## src/rtl/mfd_pkg.sv

```systemverilog
// Package: shared widths and mode-dependent bit positions for the
// multiplier-feedback event divider.
// Assumes DIV_BITS is 8 or 7; other values are not supported.
package mfd_pkg;
    localparam int OP_W      = 9;             // multiplier operand width
    localparam int PROD_W    = 2 * OP_W;      // product register width
    localparam int RAND_W    = 8;             // exported random byte width
    localparam int COEF_HALF = 1 << (OP_W - 2); // 0.5 in the operand's fixed point

    // Position of the upper decoded product bit for a given mode.
    function automatic int hi_pos(input int div_bits);
        return div_bits + 7;
    endfunction

    // Position of the lower decoded product bit for a given mode.
    function automatic int lo_pos(input int div_bits);
        return (div_bits == 8) ? 9 : 7;
    endfunction
endpackage

```

## src/rtl/mfd_operand.sv

```systemverilog
// Module: builds the feedback operand from the low product bits.
// The operand is the low DIV_BITS product bits with bit 0 inverted,
// zero-extended to the multiplier width, so it is never negative.
// Assumes DIV_BITS < OP_W.
module mfd_operand #(
    parameter int DIV_BITS = 8,
    parameter int OP_W     = 9
) (
    input  logic [DIV_BITS-1:0] low_i,
    output logic [OP_W-1:0]     op_o
);
    localparam int PAD_W = OP_W - DIV_BITS;

    logic [DIV_BITS-1:0] flipped;

    // Invert the least significant bit, keep the rest.
    always_comb begin
        flipped    = low_i;
        flipped[0] = ~low_i[0];
    end

    // Zero-extend to the operand width.
    assign op_o = {{PAD_W{1'b0}}, flipped};
endmodule

```

## src/rtl/mfd_mulreg.sv

```systemverilog
// Module: signed OP_W x OP_W multiplier with a registered product.
// Both operands are sign-extended to PROD_W before multiplying; the
// product register clears on synchronous active-low reset and loads
// only when en_i is high. Assumes PROD_W >= OP_W and PROD_W <= 32.
module mfd_mulreg #(
    parameter int              OP_W   = 9,
    parameter int              PROD_W = 18,
    parameter logic [OP_W-1:0] COEF   = 9'd131
) (
    input  logic              clk,
    input  logic              rst_n,
    input  logic              en_i,
    input  logic [OP_W-1:0]   op_i,
    output logic [PROD_W-1:0] prod_o
);
    localparam int EXT_W = PROD_W - OP_W;

    logic signed [PROD_W-1:0] a_ext;
    logic signed [PROD_W-1:0] b_ext;
    logic signed [PROD_W-1:0] p_next;

    // Sign-extend both operands and form the full product.
    assign a_ext  = signed'({{EXT_W{op_i[OP_W-1]}}, op_i});
    assign b_ext  = signed'({{EXT_W{COEF[OP_W-1]}}, COEF});
    assign p_next = a_ext * b_ext;

    // Product register: reset clears, enable loads, otherwise hold.
    always_ff @(posedge clk) begin
        if (!rst_n) begin
            prod_o <= '0;
        end else if (en_i) begin
            prod_o <= p_next;
        end
    end

    AST_RESET_CLEARS: assert property (@(posedge clk) !rst_n |=> prod_o == '0);
    AST_HOLD_IDLE: assert property (@(posedge clk) disable iff (!rst_n) !en_i |=> $stable(prod_o));
    AST_LOAD_PRODUCT: assert property (@(posedge clk) disable iff (!rst_n) (en_i && !op_i[OP_W-1]) |=> prod_o == PROD_W'(32'($past(op_i)) * 32'(COEF)));
endmodule

```

## src/rtl/mfd_wrapdet.sv

```systemverilog
// Module: terminal-state detector. Fires when both selected product
// bits are set in a cycle where the enable is high.
// Assumes the caller has selected the two bits that single out the
// terminal state of the current mode.
module mfd_wrapdet (
    input  logic hi_i,
    input  logic lo_i,
    input  logic en_i,
    output logic strobe_o
);
    // Three-input AND, combinational from the registered product.
    assign strobe_o = hi_i & lo_i & en_i;
endmodule

```

## src/rtl/mulfb_event_div.sv

```systemverilog
// Module: multiplier-feedback event divider (top).
// Divides step_en by 2^DIV_BITS using a multiply-by-131 iteration on the
// low product bits, and exports the product and its low byte.
// Assumes DIV_BITS is 8 or 7 and step_en is synchronous to clk.
module mulfb_event_div
    import mfd_pkg::*;
#(
    parameter int DIV_BITS   = 8,
    parameter int COEF_DELTA = 3
) (
    input  logic              clk,
    input  logic              rst_n,
    input  logic              step_en,
    output logic              div_strobe,
    output logic [PROD_W-1:0] prod_word,
    output logic [RAND_W-1:0] rand_byte
);
    localparam logic [OP_W-1:0]   COEF       = OP_W'(COEF_HALF + COEF_DELTA);
    localparam int                TERM_OP    = (1 << DIV_BITS) - 1;
    localparam logic [PROD_W-1:0] TERM_STATE = PROD_W'(TERM_OP * int'(COEF));
    localparam int                HI_POS     = hi_pos(DIV_BITS);
    localparam int                LO_POS     = lo_pos(DIV_BITS);

    logic [PROD_W-1:0] prod_q;
    logic [OP_W-1:0]   operand;
    logic              hi_bit;
    logic              lo_bit;

    // Feedback operand from the low product bits.
    mfd_operand #(
        .DIV_BITS(DIV_BITS),
        .OP_W    (OP_W)
    ) u_operand (
        .low_i(prod_q[DIV_BITS-1:0]),
        .op_o (operand)
    );

    // Registered multiplier holding the divider state.
    mfd_mulreg #(
        .OP_W  (OP_W),
        .PROD_W(PROD_W),
        .COEF  (COEF)
    ) u_mulreg (
        .clk   (clk),
        .rst_n (rst_n),
        .en_i  (step_en),
        .op_i  (operand),
        .prod_o(prod_q)
    );

    // Pick the two decode bits for the selected mode.
    generate
        if (DIV_BITS == 8) begin : g_byte_mode
            assign hi_bit = prod_q[HI_POS];
            assign lo_bit = prod_q[LO_POS];
        end else begin : g_seven_mode
            assign hi_bit = prod_q[HI_POS];
            assign lo_bit = prod_q[LO_POS];
        end
    endgenerate

    // Terminal-state detector producing the divided strobe.
    mfd_wrapdet u_wrapdet (
        .hi_i    (hi_bit),
        .lo_i    (lo_bit),
        .en_i    (step_en),
        .strobe_o(div_strobe)
    );

    // Export the state and its low byte.
    assign prod_word = prod_q;
    assign rand_byte = prod_q[RAND_W-1:0];

    AST_STROBE_TERMINAL: assert property (@(posedge clk) disable iff (!rst_n) div_strobe |-> prod_word == TERM_STATE);
    AST_STROBE_NEEDS_EN: assert property (@(posedge clk) disable iff (!rst_n) !step_en |-> !div_strobe);
endmodule

```

## config.mk

```make
export PLATFORM = sky130hd
export DESIGN_NAME = mulfb_event_div
export DESIGN_NICKNAME = d
export VERILOG_FILES = /design/src/rtl/mfd_pkg.sv /design/src/rtl/mfd_operand.sv /design/src/rtl/mfd_mulreg.sv /design/src/rtl/mfd_wrapdet.sv /design/src/rtl/mulfb_event_div.sv
export SDC_FILE = /design/constraint.sdc
export NUM_CORES = 1
export LEC_CHECK = 0
export ABC_CLOCK_PERIOD_IN_PS = 7280
export BUFFER_PORTS_ARGS = -buffer_cell sky130_fd_sc_hd__buf_2
export CORE_ASPECT_RATIO = 1.75
export CORE_MARGIN = 2
export CORE_UTILIZATION = 45
export CTS_CLUSTER_SIZE = 40
export DETAILED_ROUTE_END_ITERATION = 10
export HOLD_SLACK_MARGIN = 0.08
export PLACE_DENSITY = 0.68
export SYNTH_ARGS = -nofsm -noshare
export SYNTH_HDL_FRONTEND = slang
export SYNTH_SLANG_ARGS = --single-unit
```

## constraint.sdc

```tcl
create_clock -name clk -period 7.28 [get_ports clk]
set_input_delay 0.364 -clock clk [delete_from_list [all_inputs] [get_ports clk]]
set_output_delay 0.364 -clock clk [all_outputs]
set_load 0.01 [all_outputs]
```

After elaboration in Yosys (flattened, before gate mapping)
Index checks and enable logic that the tools add are counted.
Widths: inputs -> output; s select.
{"block": "totals", "register_bits": 18, "input_bits": 3, "wordCells": 5}
{"block": "op_classes", "multipliers": 1, "n_bitwise": 3}
{"cell": "$mul 8x8->16 const B", "n": 1}
{"cell": "$and 1x1->1", "n": 2}
{"cell": "$not 1->1", "n": 1}

Logic depth before layout (Yosys ltp)
{"block": "depth", "ltp_word": 2, "mapped_depth": 9, "depth_no_buf": 9}

Hierarchy
From an unflattened synthesis, not the netlist that was laid out.
{"block": "unflattened", "hier_cells": 194, "hier_area_um2": 1793.0}
{"module": "mfd_mulreg", "instances": 1, "cells_per_inst": 175, "area_per_inst_um2": 1659.1}
{"module": "mfd_operand", "instances": 1, "cells_per_inst": 10, "area_per_inst_um2": 67.6}
{"module": "mulfb_event_div", "instances": 1, "cells_per_inst": 8, "area_per_inst_um2": 60.1}
{"module": "mfd_wrapdet", "instances": 1, "cells_per_inst": 1, "area_per_inst_um2": 6.3}

Least setup slack after synthesis
OpenSTA, ideal clock, no wires.
{"block": "synth_timing", "path_type": "register -> register", "start": "register u_mulreg.prod_o[7]", "end": "register u_mulreg.prod_o[10]", "arrival_time_ns": 2.434, "required_ns": 7.189, "slack_ns": 4.755, "path_stages_with_launch": 9, "path_buffers": 0, "synth_period_minus_slack_ns": 2.525, "cell_sequence": "dfxtp_1 ha_1 ha_1 ha_1 ha_1 o211ai_2 o211a_1 or3_1 a311oi_1"}
{"block": "synth_via", "elab_chain_cells": 1}
{"element": "start, declared", "line": "mfd_mulreg.sv:14", "source": "output logic [PROD_W-1:0] prod_o"}
{"element": "start signal, assigned", "line": "mfd_mulreg.sv:32", "source": "prod_o <= p_next;"}
{"element": "$mul 8x8->16", "line": "mfd_mulreg.sv:25", "source": "assign p_next = a_ext * b_ext;"}
Every way passes these cells.
A chain may end at the register's enable or synchronous reset.

Worst setup path in the final report
{"block": "layout_timing", "start": "register u_mulreg.prod_o[6]", "end": "register u_mulreg.prod_o[12]"}
Same word-level chain as after synthesis.

==> impl_metrics.json <==
{
  "grt_max_degree": 21,
  "syn2layout_area_growth_pct": 5.46,
  "h-tree-depth": 1,
  "required_ns": 7.40,
  "critPathLaunchType": "register",
  "use_met2_pct": 36.3,
  "slew_headroom_pct": 66.3,
  "viasPerCell": 5.95,
  "power_density_nw_per_um2": 214,
  "grt_pass1_wl_um": 5250,
  "setup_tns_ns": 0,
  "post_dp_cell_area_sq_um": 1370,
  "setup_viol": 0,
  "reg_top3": "u_mulreg.prod_o: 16 flops",
  "slowest_delay_ns": 0.52,
  "vias": 1125,
  "drive_above_1_share_pct": 20.5,
  "dp_hpwl_um": 2360,
  "antenna_left": 0,
  "synthFlopType": "dfxtp_1",
  "synth.area.mux_share_pct": 2.96,
  "busiest_layer": "met2",
  "period_share_pct": 38.8,
  "final_area_sq_um": 1430,
  "core_sq_um": 2900,
  "arrival_ns": 2.95,
  "tightest_slew_ns": 0.493,
  "numPortBuffers": 27,
  "synthXorXnorAreaFrac_pct": 3.89,
  "met3_usage_pct": 2.61,
  "synth_cells": 151,
  "synth_simple_gate_area_share_pct": 14.5,
  "cts_tree": "built",
  "power.total_mw": 0.306,
  "avgSynthCellArea_sq_um": 8.96,
  "die_h_um": 76.5,
  "fin_skew_ns": 0.00660,
  "clock-sinks": 16,
  "grt_util_all_layers_pct": 20.1,
  "hold_viol_final": 0,
  "finalCriticalPeriod_ns": 2.83,
  "largest_register_ffs": 16,
  "drt_iter0_markers": 40,
  "num-nets-final": 191,
  "path_max_fanout": 7,
  "ctsHoldBuffers": 0,
  "cpMaxStageDelayCell": "a2111oi_0",
  "end_kind": "register",
  "place_congestion": 0.914,
  "synth_area_sq_um": 1350,
  "grt_pass1_vias": 1105,
  "globalRouteOverflowTotal": 0,
  "critPathMostFrequentCell": "ha_1",
  "ys_seq_elements": 16,
  "path_clk_slew_ns": 0.07,
  "status": "complete, no violations",
  "antenna-diode-count": 0,
  "ir_drop_v": 0.000123,
  "cts_root_buffer": "clkbuf_8",
  "grt.met1_usage_pct": 21.5,
  "die_w_um": 45.4,
  "fp-row-count": 26,
  "maxCapViolations": 0,
  "rsz0062_at_grt": "false",
  "synth_adder_area_share_pct": 25.2,
  "synth.distinct_cells": 37,
  "ioPinCount": 30,
  "async_flop_share_pct": 0,
  "route.detailed.drc": 0,
  "top_register": "u_mulreg.prod_o",
  "cts_made_buffers": 3,
  "clk_latency_ns": 0.26,
  "hold_path_class": "input pin to register",
  "synth_edf_count": 0,
  "yosys_warnings": 0,
  "p_leak_nw": 0.766,
  "cts_setup_buffers": 0,
  "synth_compound_area_share_pct": 17.2,
  "cts_resized": 0,
  "clock_path_buffers": 2,
  "avgRoutedWirePerCell_um": 16.4,
  "critPathKind": "register to register",
  "antenna_found_initial": 0,
  "wirelength_um": 3100,
  "crit_chain": "ha_1, ha_1, ha_1, ha_1, a21oi_1, o21ai_0, a2111oi_0, a211oi_1",
  "initial_core_util_pct": 46.7,
  "fmax_ghz": 0.354,
  "ys_seq_area_share_pct": 23.7,
  "synth_top_family_by_area": "adder cells",
  "dr.pass1.iters": 4,
  "die_area_sq_um": 3480,
  "finalMaxSlewViolations": 0
}
## worst paths after layout
kind | start | to | slack, ns | cells after the start
setup reg to reg | u_mulreg.prod_o[6]$_SDFFE_PN0P_ | u_mulreg.prod_o[12]$_SDFFE_PN0P_ | 4.45 | 8
setup / recovery | u_mulreg.prod_o[6]$_SDFFE_PN0P_ | u_mulreg.prod_o[12]$_SDFFE_PN0P_ | 4.45 | 8
hold / removal | rst_n | u_mulreg.prod_o[13]$_SDFFE_PN0P_ | 0.47 | 3
hold reg to reg | u_mulreg.prod_o[15]$_SDFFE_PN0P_ | u_mulreg.prod_o[15]$_SDFFE_PN0P_ | 0.48 | 2
## cells by family (layout without fill, tap and decap cells)
family	after synthesis	in the layout
compound gates	34	34
xor+xnor	6	6
fa+ha+maj	26	26
buf+inv	25	34
flops	16	16
mux	4	4
other cells	1	2
simple gates	39	39
## routing by layer
layer | part of all wire [%] | routed length [um] | vias up
li1 | - | - | 553
met1 | 38 | 1170 | 530
met2 | 55 | 1710 | 31
met3 | 2.5 | 77 | 11
met4 | 4.3 | 134 | 0
met5 | 0 | 0 | -
## metrics by stage
stage,instances,utilization (%),worst slack (ns),hold slack [ns]
5_1_grt,189,49.3,4.31,0.498
3_5_place_dp,185,47.4,4.51,0.476
6_report,189,49.3,4.45,0.474
3_3_place_gp,185,47.4,4.60,0.465
4_1_cts,189,49.3,4.49,0.468
2_1_floorplan,152,-,4.76,0.454
## area by class of cell
class,instances,area [sq um]
clock buffers,4,55.1
flip-flops and latches,16,320
repair buffers,27,135
fillers,277,1470
well taps,28,35.0
multi-input cells,111,870
inverters,3,11.3
## worst max-delay path, delay by kind of cell, from the launching register on
kind	cells	cell delay [ns]
compound gates	4	1.03
fa+ha+maj	4	1.20
flops	1	0.46
## report_power, final
group	internal (mW)	switching, mW	total, mW
registers	0.0974	0.0126	0.110
clock network	0.0481	0.0339	0.0819
logic	0.0484	0.0652	0.114
total	0.194	0.112	0.306
## synth_stat cells, types with 2 or more instances
cell type	instances	share of area, %
a21o_1	3	1.7
mux2i_1	4	3.0
and3_1	4	1.8
fa_1	2	3.0
nand3_1	11	4.1
ha_1	24	22
o21ai_0	8	3.0
a211oi_1	5	2.8
clkinv_1	2	0.56
nand2_1	5	1.4
dfxtp_1	16	24
buf_4	19	11
nand4_1	2	0.92
xor2_1	2	1.3
a21oi_1	6	2.2
clkbuf_1	2	0.56
nor2_1	10	2.8
xnor2_1	4	2.6
o211ai_1	3	1.7
nor3_1	2	0.74
## cell usage in the layout (no fill, tap or decap)
| cell | count |
|---|---|
| nand2b_1 | 1 |
| a21o_1 | 3 |
| clkinv_1 | 2 |
| nand2_1 | 5 |
| a2111oi_0 | 1 |
| buf_2 | 27 |
| a311oi_1 | 1 |
| o211ai_2 | 1 |
| dfxtp_1 | 16 |
| ha_1 | 24 |
| fa_1 | 2 |
| a32oi_1 | 1 |
| xor2_1 | 2 |
| or3_1 | 1 |
| a211oi_1 | 5 |
| o21a_1 | 1 |
| conb_1 | 2 |
| nor2b_1 | 1 |
| a21boi_0 | 1 |
| nand4_1 | 2 |
| or4b_1 | 1 |
| o31ai_1 | 1 |
| and4_1 | 1 |
| o211a_1 | 1 |
| xnor2_1 | 4 |
| and3_1 | 4 |
| a21oi_1 | 6 |
| nand3_1 | 11 |
| inv_1 | 1 |
| nor3_1 | 2 |
| mux2i_1 | 4 |
| nor2_1 | 10 |
| a21o_2 | 1 |
| o21ai_0 | 8 |
| o211ai_1 | 3 |
| clkbuf_8 | 4 |
Note: power is estimated with default switching activity, not from simulation.
